--- config.mk ---
export PLATFORM = sky130hd
export DESIGN_NAME = can_spi_frontend
export DESIGN_NICKNAME = d
export VERILOG_FILES = /design/src/rtl/canfe_pkg.sv /design/src/rtl/canfe_spi_link.sv /design/src/rtl/canfe_settle.sv /design/src/rtl/can_spi_frontend.sv
export SDC_FILE = /design/constraint.sdc
export NUM_CORES = 1
export LEC_CHECK = 0
export BUFFER_PORTS_ARGS = -buffer_cell sky130_fd_sc_hd__buf_2
export CORE_ASPECT_RATIO = 1.2
export CORE_UTILIZATION = 58
export CTS_CLUSTER_SIZE = 12
export DETAILED_ROUTE_END_ITERATION = 8
export PLACE_DENSITY = 0.88
export SLEW_MARGIN = 20
export SYNTH_ARGS = -nofsm -noshare
export SYNTH_HDL_FRONTEND = slang
export SYNTH_SLANG_ARGS = --single-unit
--- constraint.sdc ---
create_clock -name clk -period 3.4 [get_ports clk]
set_clock_uncertainty 0.2 [all_clocks]
set_input_delay 0.17 -clock clk [delete_from_list [all_inputs] [get_ports clk]]
set_output_delay 0.17 -clock clk [all_outputs]
set_load 0.05 [all_outputs]
--- src/rtl/canfe_pkg.sv ---
`timescale 1ns/1ps
package canfe_pkg;
    localparam logic [7:0] OP_RESET    = 8'h56;
    localparam logic [7:0] OP_WR_CTRL0 = 8'h14;
    localparam logic [7:0] OP_WR_CTRL1 = 8'h16;
    localparam logic [7:0] OP_WR_INTE  = 8'h1C;
    localparam logic [7:0] OP_WR_BTR0  = 8'h18;
    localparam logic [7:0] OP_WR_BTR1  = 8'h1A;
    localparam logic [7:0] OP_RD_CTRL0 = 8'hD2;
    localparam logic [7:0] OP_RD_CTRL1 = 8'hD4;
    localparam logic [7:0] OP_RD_BTR0  = 8'hD6;
    localparam logic [7:0] OP_RD_BTR1  = 8'hD8;
    localparam logic [7:0] OP_RD_MSG   = 8'hDA;
    localparam logic [7:0] OP_RD_ERR   = 8'hDC;
    localparam logic [7:0] OP_RD_INTF  = 8'hDE;
    localparam logic [7:0] OP_RD_STAT  = 8'hE2;
    localparam logic [7:0] OP_RD_REC   = 8'hEA;
    localparam logic [7:0] OP_RD_TEC   = 8'hEC;
    localparam logic [7:0] OP_FIFO_WR  = 8'h12;
    localparam logic [7:0] OP_FIFO_RD  = 8'h48;

    localparam logic [2:0] MODE_NORMAL = 3'd0;
    localparam logic [2:0] MODE_INIT   = 3'd4;
    localparam logic [7:0] STATF_RST   = 8'h82;

    // SPI link state
    typedef struct packed {
        logic [2:0] sclk_p;
        logic [1:0] cs_p;
        logic [1:0] mosi_p;
        logic [2:0] cnt;
        logic [6:0] sh_in;
        logic [7:0] sh_out;
        logic       first;
        logic       vld;
        logic       vfirst;
        logic [7:0] vbyte;
    } link_st_t;

    // register front-end state
    typedef struct packed {
        logic [7:0] opc;
        logic [1:0] phase;
        logic [4:0] c0_lo;
        logic [2:0] mode_req;
        logic [2:0] mode_eff;
        logic [7:0] ctrl1;
        logic [7:0] inte;
        logic [7:0] btr0;
        logic [7:0] btr1;
        logic [7:0] statf;
        logic [7:0] intf;
        logic [7:0] err;
        logic       rst_stb;
        logic       tx_stb;
        logic [7:0] tx_byte;
        logic       rx_pop;
        logic       pend_load;
    } fe_st_t;
endpackage

--- src/rtl/canfe_spi_link.sv ---
`timescale 1ns/1ps
module canfe_spi_link
    import canfe_pkg::*;
(
    input  logic       clk,
    input  logic       rst_n,
    input  logic       sclk,
    input  logic       cs_n,
    input  logic       mosi,
    input  logic       load_en,
    input  logic [7:0] load_byte,
    output logic       cs_act,
    output logic       byte_vld,
    output logic       byte_first,
    output logic [7:0] byte_val,
    output logic       miso
);
    link_st_t q, d;
    logic rise, fall, mosi_s;

    always_comb begin
        d        = q;
        d.sclk_p = {q.sclk_p[1:0], sclk};
        d.cs_p   = {q.cs_p[0], cs_n};
        d.mosi_p = {q.mosi_p[0], mosi};
        d.vld    = 1'b0;
        rise     = q.sclk_p[1] & ~q.sclk_p[2];
        fall     = ~q.sclk_p[1] & q.sclk_p[2];
        mosi_s   = q.mosi_p[1];
        if (q.cs_p[1]) begin
            d.cnt    = 3'd0;
            d.sh_out = 8'h00;
            d.first  = 1'b1;
        end else begin
            if (rise) begin
                d.sh_in = {q.sh_in[5:0], mosi_s};
                d.cnt   = q.cnt + 3'd1;
                if (q.cnt == 3'd7) begin
                    d.vld    = 1'b1;
                    d.vbyte  = {q.sh_in, mosi_s};
                    d.vfirst = q.first;
                    d.first  = 1'b0;
                end
            end
            // no shift on the falling edge that closes a byte
            if (fall && q.cnt != 3'd0)
                d.sh_out = {q.sh_out[6:0], 1'b0};
            if (load_en)
                d.sh_out = load_byte;
        end
    end

    always_ff @(posedge clk or negedge rst_n) begin
        if (!rst_n) begin
            q        <= '0;
            q.cs_p   <= 2'b11;
            q.first  <= 1'b1;
        end else begin
            q <= d;
        end
    end

    assign cs_act     = ~q.cs_p[1];
    assign byte_vld   = q.vld;
    assign byte_first = q.vfirst;
    assign byte_val   = q.vbyte;
    assign miso       = q.sh_out[7];
endmodule

--- src/rtl/canfe_settle.sv ---
`timescale 1ns/1ps
module canfe_settle #(
    parameter int unsigned CYCLES = 2000000
) (
    input  logic clk,
    input  logic rst_n,
    input  logic start,
    output logic expire
);
    localparam int unsigned CW = $clog2(CYCLES + 1);
    logic [CW-1:0] cnt_d, cnt_q;

    always_comb begin
        cnt_d = cnt_q;
        if (start)
            cnt_d = CW'(CYCLES);
        else if (cnt_q != '0)
            cnt_d = cnt_q - CW'(1);
    end

    always_ff @(posedge clk or negedge rst_n) begin
        if (!rst_n) cnt_q <= '0;
        else        cnt_q <= cnt_d;
    end

    assign expire = (cnt_q == CW'(1));
endmodule

--- src/rtl/can_spi_frontend.sv ---
`timescale 1ns/1ps
module can_spi_frontend
    import canfe_pkg::*;
#(
    parameter int unsigned SETTLE_CYCLES = 2000000
) (
    input  logic       clk,
    input  logic       rst_n,
    input  logic       spi_sclk,
    input  logic       spi_cs_n,
    input  logic       spi_mosi,
    output logic       spi_miso,
    input  logic       stat_upd,
    input  logic [7:0] stat_val,
    input  logic [7:0] evt_intf,
    input  logic [7:0] evt_err,
    input  logic [7:0] msg_stat,
    input  logic [7:0] tx_err_cnt,
    input  logic [7:0] rx_err_cnt,
    input  logic [7:0] rx_byte,
    output logic       rx_pop,
    output logic       tx_byte_stb,
    output logic [7:0] tx_byte,
    output logic       core_rst_stb,
    output logic [2:0] cfg_mode,
    output logic       cfg_txen,
    output logic [7:0] cfg_btr0,
    output logic [7:0] cfg_btr1,
    output logic       irq
);
    fe_st_t q, d;
    logic       cs_act, byte_vld, byte_first;
    logic [7:0] byte_val;
    logic       load_en;
    logic [7:0] load_byte;
    logic       settle_start, settle_exp;
    logic       clr_err, clr_intf;

    canfe_spi_link u_link (
        .clk(clk), .rst_n(rst_n), .sclk(spi_sclk), .cs_n(spi_cs_n), .mosi(spi_mosi),
        .load_en(load_en), .load_byte(load_byte), .cs_act(cs_act),
        .byte_vld(byte_vld), .byte_first(byte_first), .byte_val(byte_val),
        .miso(spi_miso)
    );

    canfe_settle #(.CYCLES(SETTLE_CYCLES)) u_settle (
        .clk(clk), .rst_n(rst_n), .start(settle_start), .expire(settle_exp)
    );

    always_comb begin
        d            = q;
        d.rst_stb    = 1'b0;
        d.tx_stb     = 1'b0;
        d.rx_pop     = 1'b0;
        d.pend_load  = q.rx_pop & cs_act;
        load_en      = 1'b0;
        load_byte    = 8'h00;
        settle_start = 1'b0;
        clr_err      = 1'b0;
        clr_intf     = 1'b0;

        if (settle_exp) d.mode_eff = q.mode_req;
        if (stat_upd)   d.statf    = stat_val;

        if (!cs_act) begin
            d.phase = 2'd0;
        end else if (byte_vld) begin
            load_en = 1'b1;
            if (byte_first) begin
                d.opc   = byte_val;
                d.phase = 2'd1;
                case (byte_val)
                    OP_RESET: begin
                        d.rst_stb    = 1'b1;
                        d.c0_lo      = 5'd0;
                        d.mode_req   = MODE_INIT;
                        settle_start = 1'b1;
                        d.ctrl1      = 8'h00;
                        d.inte       = 8'h00;
                        d.btr0       = 8'h00;
                        d.btr1       = 8'h00;
                        d.statf      = STATF_RST;
                    end
                    OP_RD_CTRL0: load_byte = {q.mode_eff, q.c0_lo};
                    OP_RD_CTRL1: load_byte = q.ctrl1;
                    OP_RD_BTR0:  load_byte = q.btr0;
                    OP_RD_BTR1:  load_byte = q.btr1;
                    OP_RD_MSG:   load_byte = msg_stat;
                    OP_RD_STAT:  load_byte = q.statf;
                    OP_RD_REC:   load_byte = rx_err_cnt;
                    OP_RD_TEC:   load_byte = tx_err_cnt;
                    OP_RD_ERR: begin
                        load_byte = q.err;
                        clr_err   = 1'b1;
                    end
                    OP_RD_INTF: begin
                        load_byte = q.intf;
                        clr_intf  = 1'b1;
                    end
                    OP_FIFO_RD:  load_byte = rx_byte;
                    default:     load_byte = 8'h00;
                endcase
            end else begin
                d.phase = 2'd2;
                if (q.phase == 2'd1) begin
                    case (q.opc)
                        OP_WR_CTRL0: begin
                            d.c0_lo      = byte_val[4:0];
                            d.mode_req   = byte_val[7:5];
                            settle_start = 1'b1;
                        end
                        OP_WR_CTRL1: d.ctrl1 = byte_val;
                        OP_WR_INTE:  d.inte  = byte_val;
                        OP_WR_BTR0:  d.btr0  = byte_val;
                        OP_WR_BTR1:  d.btr1  = byte_val;
                        default: ;
                    endcase
                end
                if (q.opc == OP_FIFO_WR) begin
                    d.tx_stb  = 1'b1;
                    d.tx_byte = byte_val;
                end
                if (q.opc == OP_FIFO_RD) begin
                    d.rx_pop = 1'b1;
                    load_en  = 1'b0;
                end
            end
        end

        // next receive byte once the core has advanced its head
        if (q.pend_load && cs_act) begin
            load_en   = 1'b1;
            load_byte = rx_byte;
        end

        d.err  = (clr_err  ? 8'h00 : q.err)  | evt_err;
        d.intf = (clr_intf ? 8'h00 : q.intf) | evt_intf;
    end

    always_ff @(posedge clk or negedge rst_n) begin
        if (!rst_n) begin
            q          <= '0;
            q.mode_req <= MODE_INIT;
            q.mode_eff <= MODE_INIT;
            q.statf    <= STATF_RST;
        end else begin
            q <= d;
        end
    end

    assign rx_pop       = q.rx_pop;
    assign tx_byte_stb  = q.tx_stb;
    assign tx_byte      = q.tx_byte;
    assign core_rst_stb = q.rst_stb;
    assign cfg_mode     = q.mode_eff;
    assign cfg_txen     = q.ctrl1[7];
    assign cfg_btr0     = q.btr0;
    assign cfg_btr1     = q.btr1;
    assign irq          = |(q.intf & q.inte);
endmodule

==> impl_summary.txt <==
----------------------------------------------------
[Synthesis]
  Cell type with the largest total area after synthesis ... sky130_fd_sc_hd__dfrtp_1
  Async S/R FF share, synth ... 100.0%
  Commonest cells post-synth ... sky130_fd_sc_hd__dfrtp_1 (139), sky130_fd_sc_hd__mux2_2 (72), sky130_fd_sc_hd__nor2_1 (46), sky130_fd_sc_hd__nand2_1 (44), sky130_fd_sc_hd__clkbuf_1 (34)
  Cell count after synthesis ... 655
  Flip-flop cell with the highest count after synthesis ... sky130_fd_sc_hd__dfrtp_1
  Sequential share of the synthesized area ... 50.19%
  Post-Syn Area ... 7297 um^2
  Post-Syn Area per Cell ... 11.14 um^2
  Synthesized net count ... 722
  Count of warnings emitted by yosys ... 0
  Leading cell types by total area after synthesis ... sky130_fd_sc_hd__dfrtp_1 (48%), sky130_fd_sc_hd__mux2_2 (11%), sky130_fd_sc_hd__buf_4 (2.8%)
  Count of distinct cell types in the synthesized netlist ... 74
  Most numerous cell in the Yosys netlist ... sky130_fd_sc_hd__dfrtp_1
  Share of the synthesized area in the top cell type ... 47.67%
  Number of storage elements in the synthesis netlist ... 146
  Number of enable-type register cells in the synthesized netlist ... 0

[Global route]
  Number of antenna violations at the first check in global routing ... 0
  Final global-route overflow total ... 0
  Vias in the first global route ... 6230
  Wire length of the first global-routing pass ... 32950 um
  Largest net degree at the start of global routing ... 96
  Total Routing Usage GR ... 33.34%

[Timing]
  Share of the cycle needed by the critical path after routing ... 92.10%
  Unrepaired setup endpoints after global routing ... no
  Final min period ... 3131 ps
  Worst rel slew slack ... 46.34%
  Final hold violations ... 0
  Worst Max-Slew Pin Slew ... 803.1 ps
  Final setup vio count ... 0
  Setup tns final ... 0 ps
  Top achievable clock speed ... 319.3 MHz
  Number of slew-limit violations in the final report ... 0

[Routing]
  Total Wirelength ... 20490 um
  Remaining design rule violation count ... 0
  Via count ... 5965
  Iter 0 DRT Violations ... 555
  Routed Antenna Nets ... 0
  Average wire per cell in the routed design ... 21.90 um
  Via density ... 6.373
  Initial DRT Pass Iterations ... 6

[Pwr]
  Power share of the sequential group ... 46.6%
  Internal power ... 3.042 mW
  Switching Share ... 22.80%
  Combinational fraction of design power ... 5.3%
  Static power due to leakage ... 4.036 nW
  Largest vdd supply drop ... 0.0003469 V
  Clock network power share ... 48.1%
  Power per Cell Area ... 448.2 nW/um^2
  Power dissipated by switching net loads ... 0.8984 mW

[Floorplanning]
  Starting density of the core ... 59.98%
  Top Ports ... 95
  Die Area ... 13040 um^2
  Die X-Extent ... 104.4 um
  Total core area ... 12170 um^2
  FP Rows ... 44
  Vert. Die Dim ... 124.9 um

[CTS]
  Number of buffers inserted to repair setup after CTS ... 0
  Master cell of the clock root buffer ... sky130_fd_sc_hd__clkbuf_16
  Count of cells resized by post-cts repair ... 0
  Depth of the CTS H-tree ... 4
  Maximum clock path buffer count ... 2
  Clock tree from TritonCTS ... yes
  Number of hold-repair buffers added at the cts stage ... 47
  Clock-pin slew reported for the worst setup and hold paths after clock tree synthesis ... 60 ps
  TritonCTS buffer count ... 17
  Number of sinks handled by clock tree synthesis ... 146
  Skew-Pair Late Insertion Delay ... 440 ps

[Setup path]
  Nature of the critical path startpoint ... register
  Critical Path End Type ... register
  Buffer and inverter count on the worst path ... 2
  Data required, critical path ... 3530 ps
  Arrival time of the worst setup path ... 3260 ps
  CP Max Fanout ... 20
  CP delay by family, top ... simple AND/OR/NAND/NOR gates
  Chain of cells forming the critical path ... nor3b_1, buf_4, a32oi_1, a31oi_1, nor4_1, dlygate4sd3_1, o32ai_1
  Master of the slowest instance on the critical path ... sky130_fd_sc_hd__nor3b_1
  Start-to-end type of the worst setup path ... register to register
  Max stage delay on crit path ... 770 ps

[Final layout]
  Storage cell area ... 3662 um^2
  Post-Layout Cell Count ... 936
  Count of filler cells inserted in the layout ... 817
  Final Net Count ... 828
  Multi-input logic area ... 3234 um^2
  Share of layout cells above drive strength 1 ... 30.23%
  Growth of design area from synthesis to finish ... 20.51%

[Placement]
  Sum of net half-perimeters after detailed placement ... 13670 um
  Final weighted congestion in routability-driven placement ... 0.9625
  Placed Instances ... 856
  Number of buffer cells added on primary ports ... 94

[Status]
  Run status ... finished clean

[Worst hold path]
  Class of the tightest hold or removal check ... input pin to async pin

[Run]
  Number of max-cap violations ... 0

----------------------------------------------------
-- flip-flops by register name, summed over array words and instances, names as in the netlist --
signal	flops
core_rst_stb	1
rx_pop	1
cfg_btr0	8
u_link.byte_vld	1
cfg_btr1	8
u_link.d	4
u_link.miso	1
u_link.byte_val	8
tx_byte	8
u_link.q	20
u_settle.cnt_q	21
q	58
u_link.byte_first	1
u_link.mosi_s	1
cfg_mode	3
cfg_txen	1
tx_byte_stb	1
-- per-stage QoR --
stage / hold slack (ps) / area [um^2] / power, mW / worst slack, ps / utilization (%)
after global routing: 75.12 / 8791 / 4.038 / 134.0 / 72.25
after CTS: 13.21 / 8791 / 3.944 / 383.9 / 72.25
after global placement: -63.07 / 7722 / 2.011 / 795.5 / 63.47
after floorplan: -325.6 / 7297 / 1.917 / 978.0 / -
final: 35.00 / 8793 / 3.941 / 268.6 / 72.27
after detailed placement: -54.33 / 7722 / 2.024 / 667.5 / 63.47
-- logic make-up after synthesis --
family                   after synthesis  synth area share [%]
AND/OR/NAND/NOR                      209                 16.10
XOR/XNOR                              12                 1.440
buffers and inverters                 77                 5.487
multiplexers                          90                 13.58
flip-flops                           146                 50.19
AO/OA/AOI/OAI                        116                 12.35
adder cells (fa/ha/maj)                5                0.8573
-- area by class of cell --
cell class,instances,area share [%]
timing repair buffer,154,12.02
tap,161,2.291
clock buffer,20,5.307
sequential,146,41.65
inverter,10,0.4269
antenna,1,0.02846
clock inverter,12,1.494
multi-input combinational,432,36.78
-- metal layers --
| metal | track usage, % | share of wire [%] |
|---|---|---|
| met1 | 39.57 | 37 |
| met2 | 54.62 | 49 |
| met3 | 7.378 | 7.8 |
| met4 | 21.34 | 5.8 |
| met5 | 0 | 0 |
-- worst paths after layout --
| check | startpoint | endpoint | slack [ps] | cells past startpoint |
|---|---|---|---|---|
| max in group asynchronous | rst_n | cfg_mode[2]$_DFFE_PN1P_ | 2090 | 3 |
| worst max register to register | u_link.byte_val[2]$_DFFE_PN0P_ | u_link.q[12]$_DFFE_PN0P_ | 270 | 7 |
| worst max-delay path | u_link.byte_val[2]$_DFFE_PN0P_ | u_link.q[12]$_DFFE_PN0P_ | 270 | 7 |
| worst min-delay path | rst_n | u_link.q[35]$_DFF_PN0_ | 30 | 2 |
| min in group clk | rx_err_cnt[2] | u_link.q[13]$_DFFE_PN0P_ | 40 | 4 |
| worst min register to register | u_link.d[30]$_DFF_PN0_ | u_link.mosi_s$_DFF_PN0_ | 150 | 0 |
-- layout by cell type (no fill, tap or decap), types with 16 or more instances in the layout --
cell and n:
sky130_fd_sc_hd__a21o_1 16, sky130_fd_sc_hd__a22oi_1 21, sky130_fd_sc_hd__buf_2 93, sky130_fd_sc_hd__clkbuf_16 17, sky130_fd_sc_hd__dfrtp_1 139, sky130_fd_sc_hd__dlygate4sd3_1 47
sky130_fd_sc_hd__mux2_2 72, sky130_fd_sc_hd__mux2i_1 18, sky130_fd_sc_hd__nand2_1 44, sky130_fd_sc_hd__nor2_1 46, sky130_fd_sc_hd__nor2b_1 19
-- power groups by stage --
stage	registers [mW]	logic, mW	clock network [mW]
2_1_floorplan	1.85	0.0694	0
3_3_place_gp	1.86	0.152	0
3_5_place_dp	1.86	0.159	0
4_1_cts	1.83	0.206	1.90
5_1_grt	1.84	0.229	1.97
6_report	1.84	0.210	1.90
No activity file was read; power rests on OpenSTA's default activity.
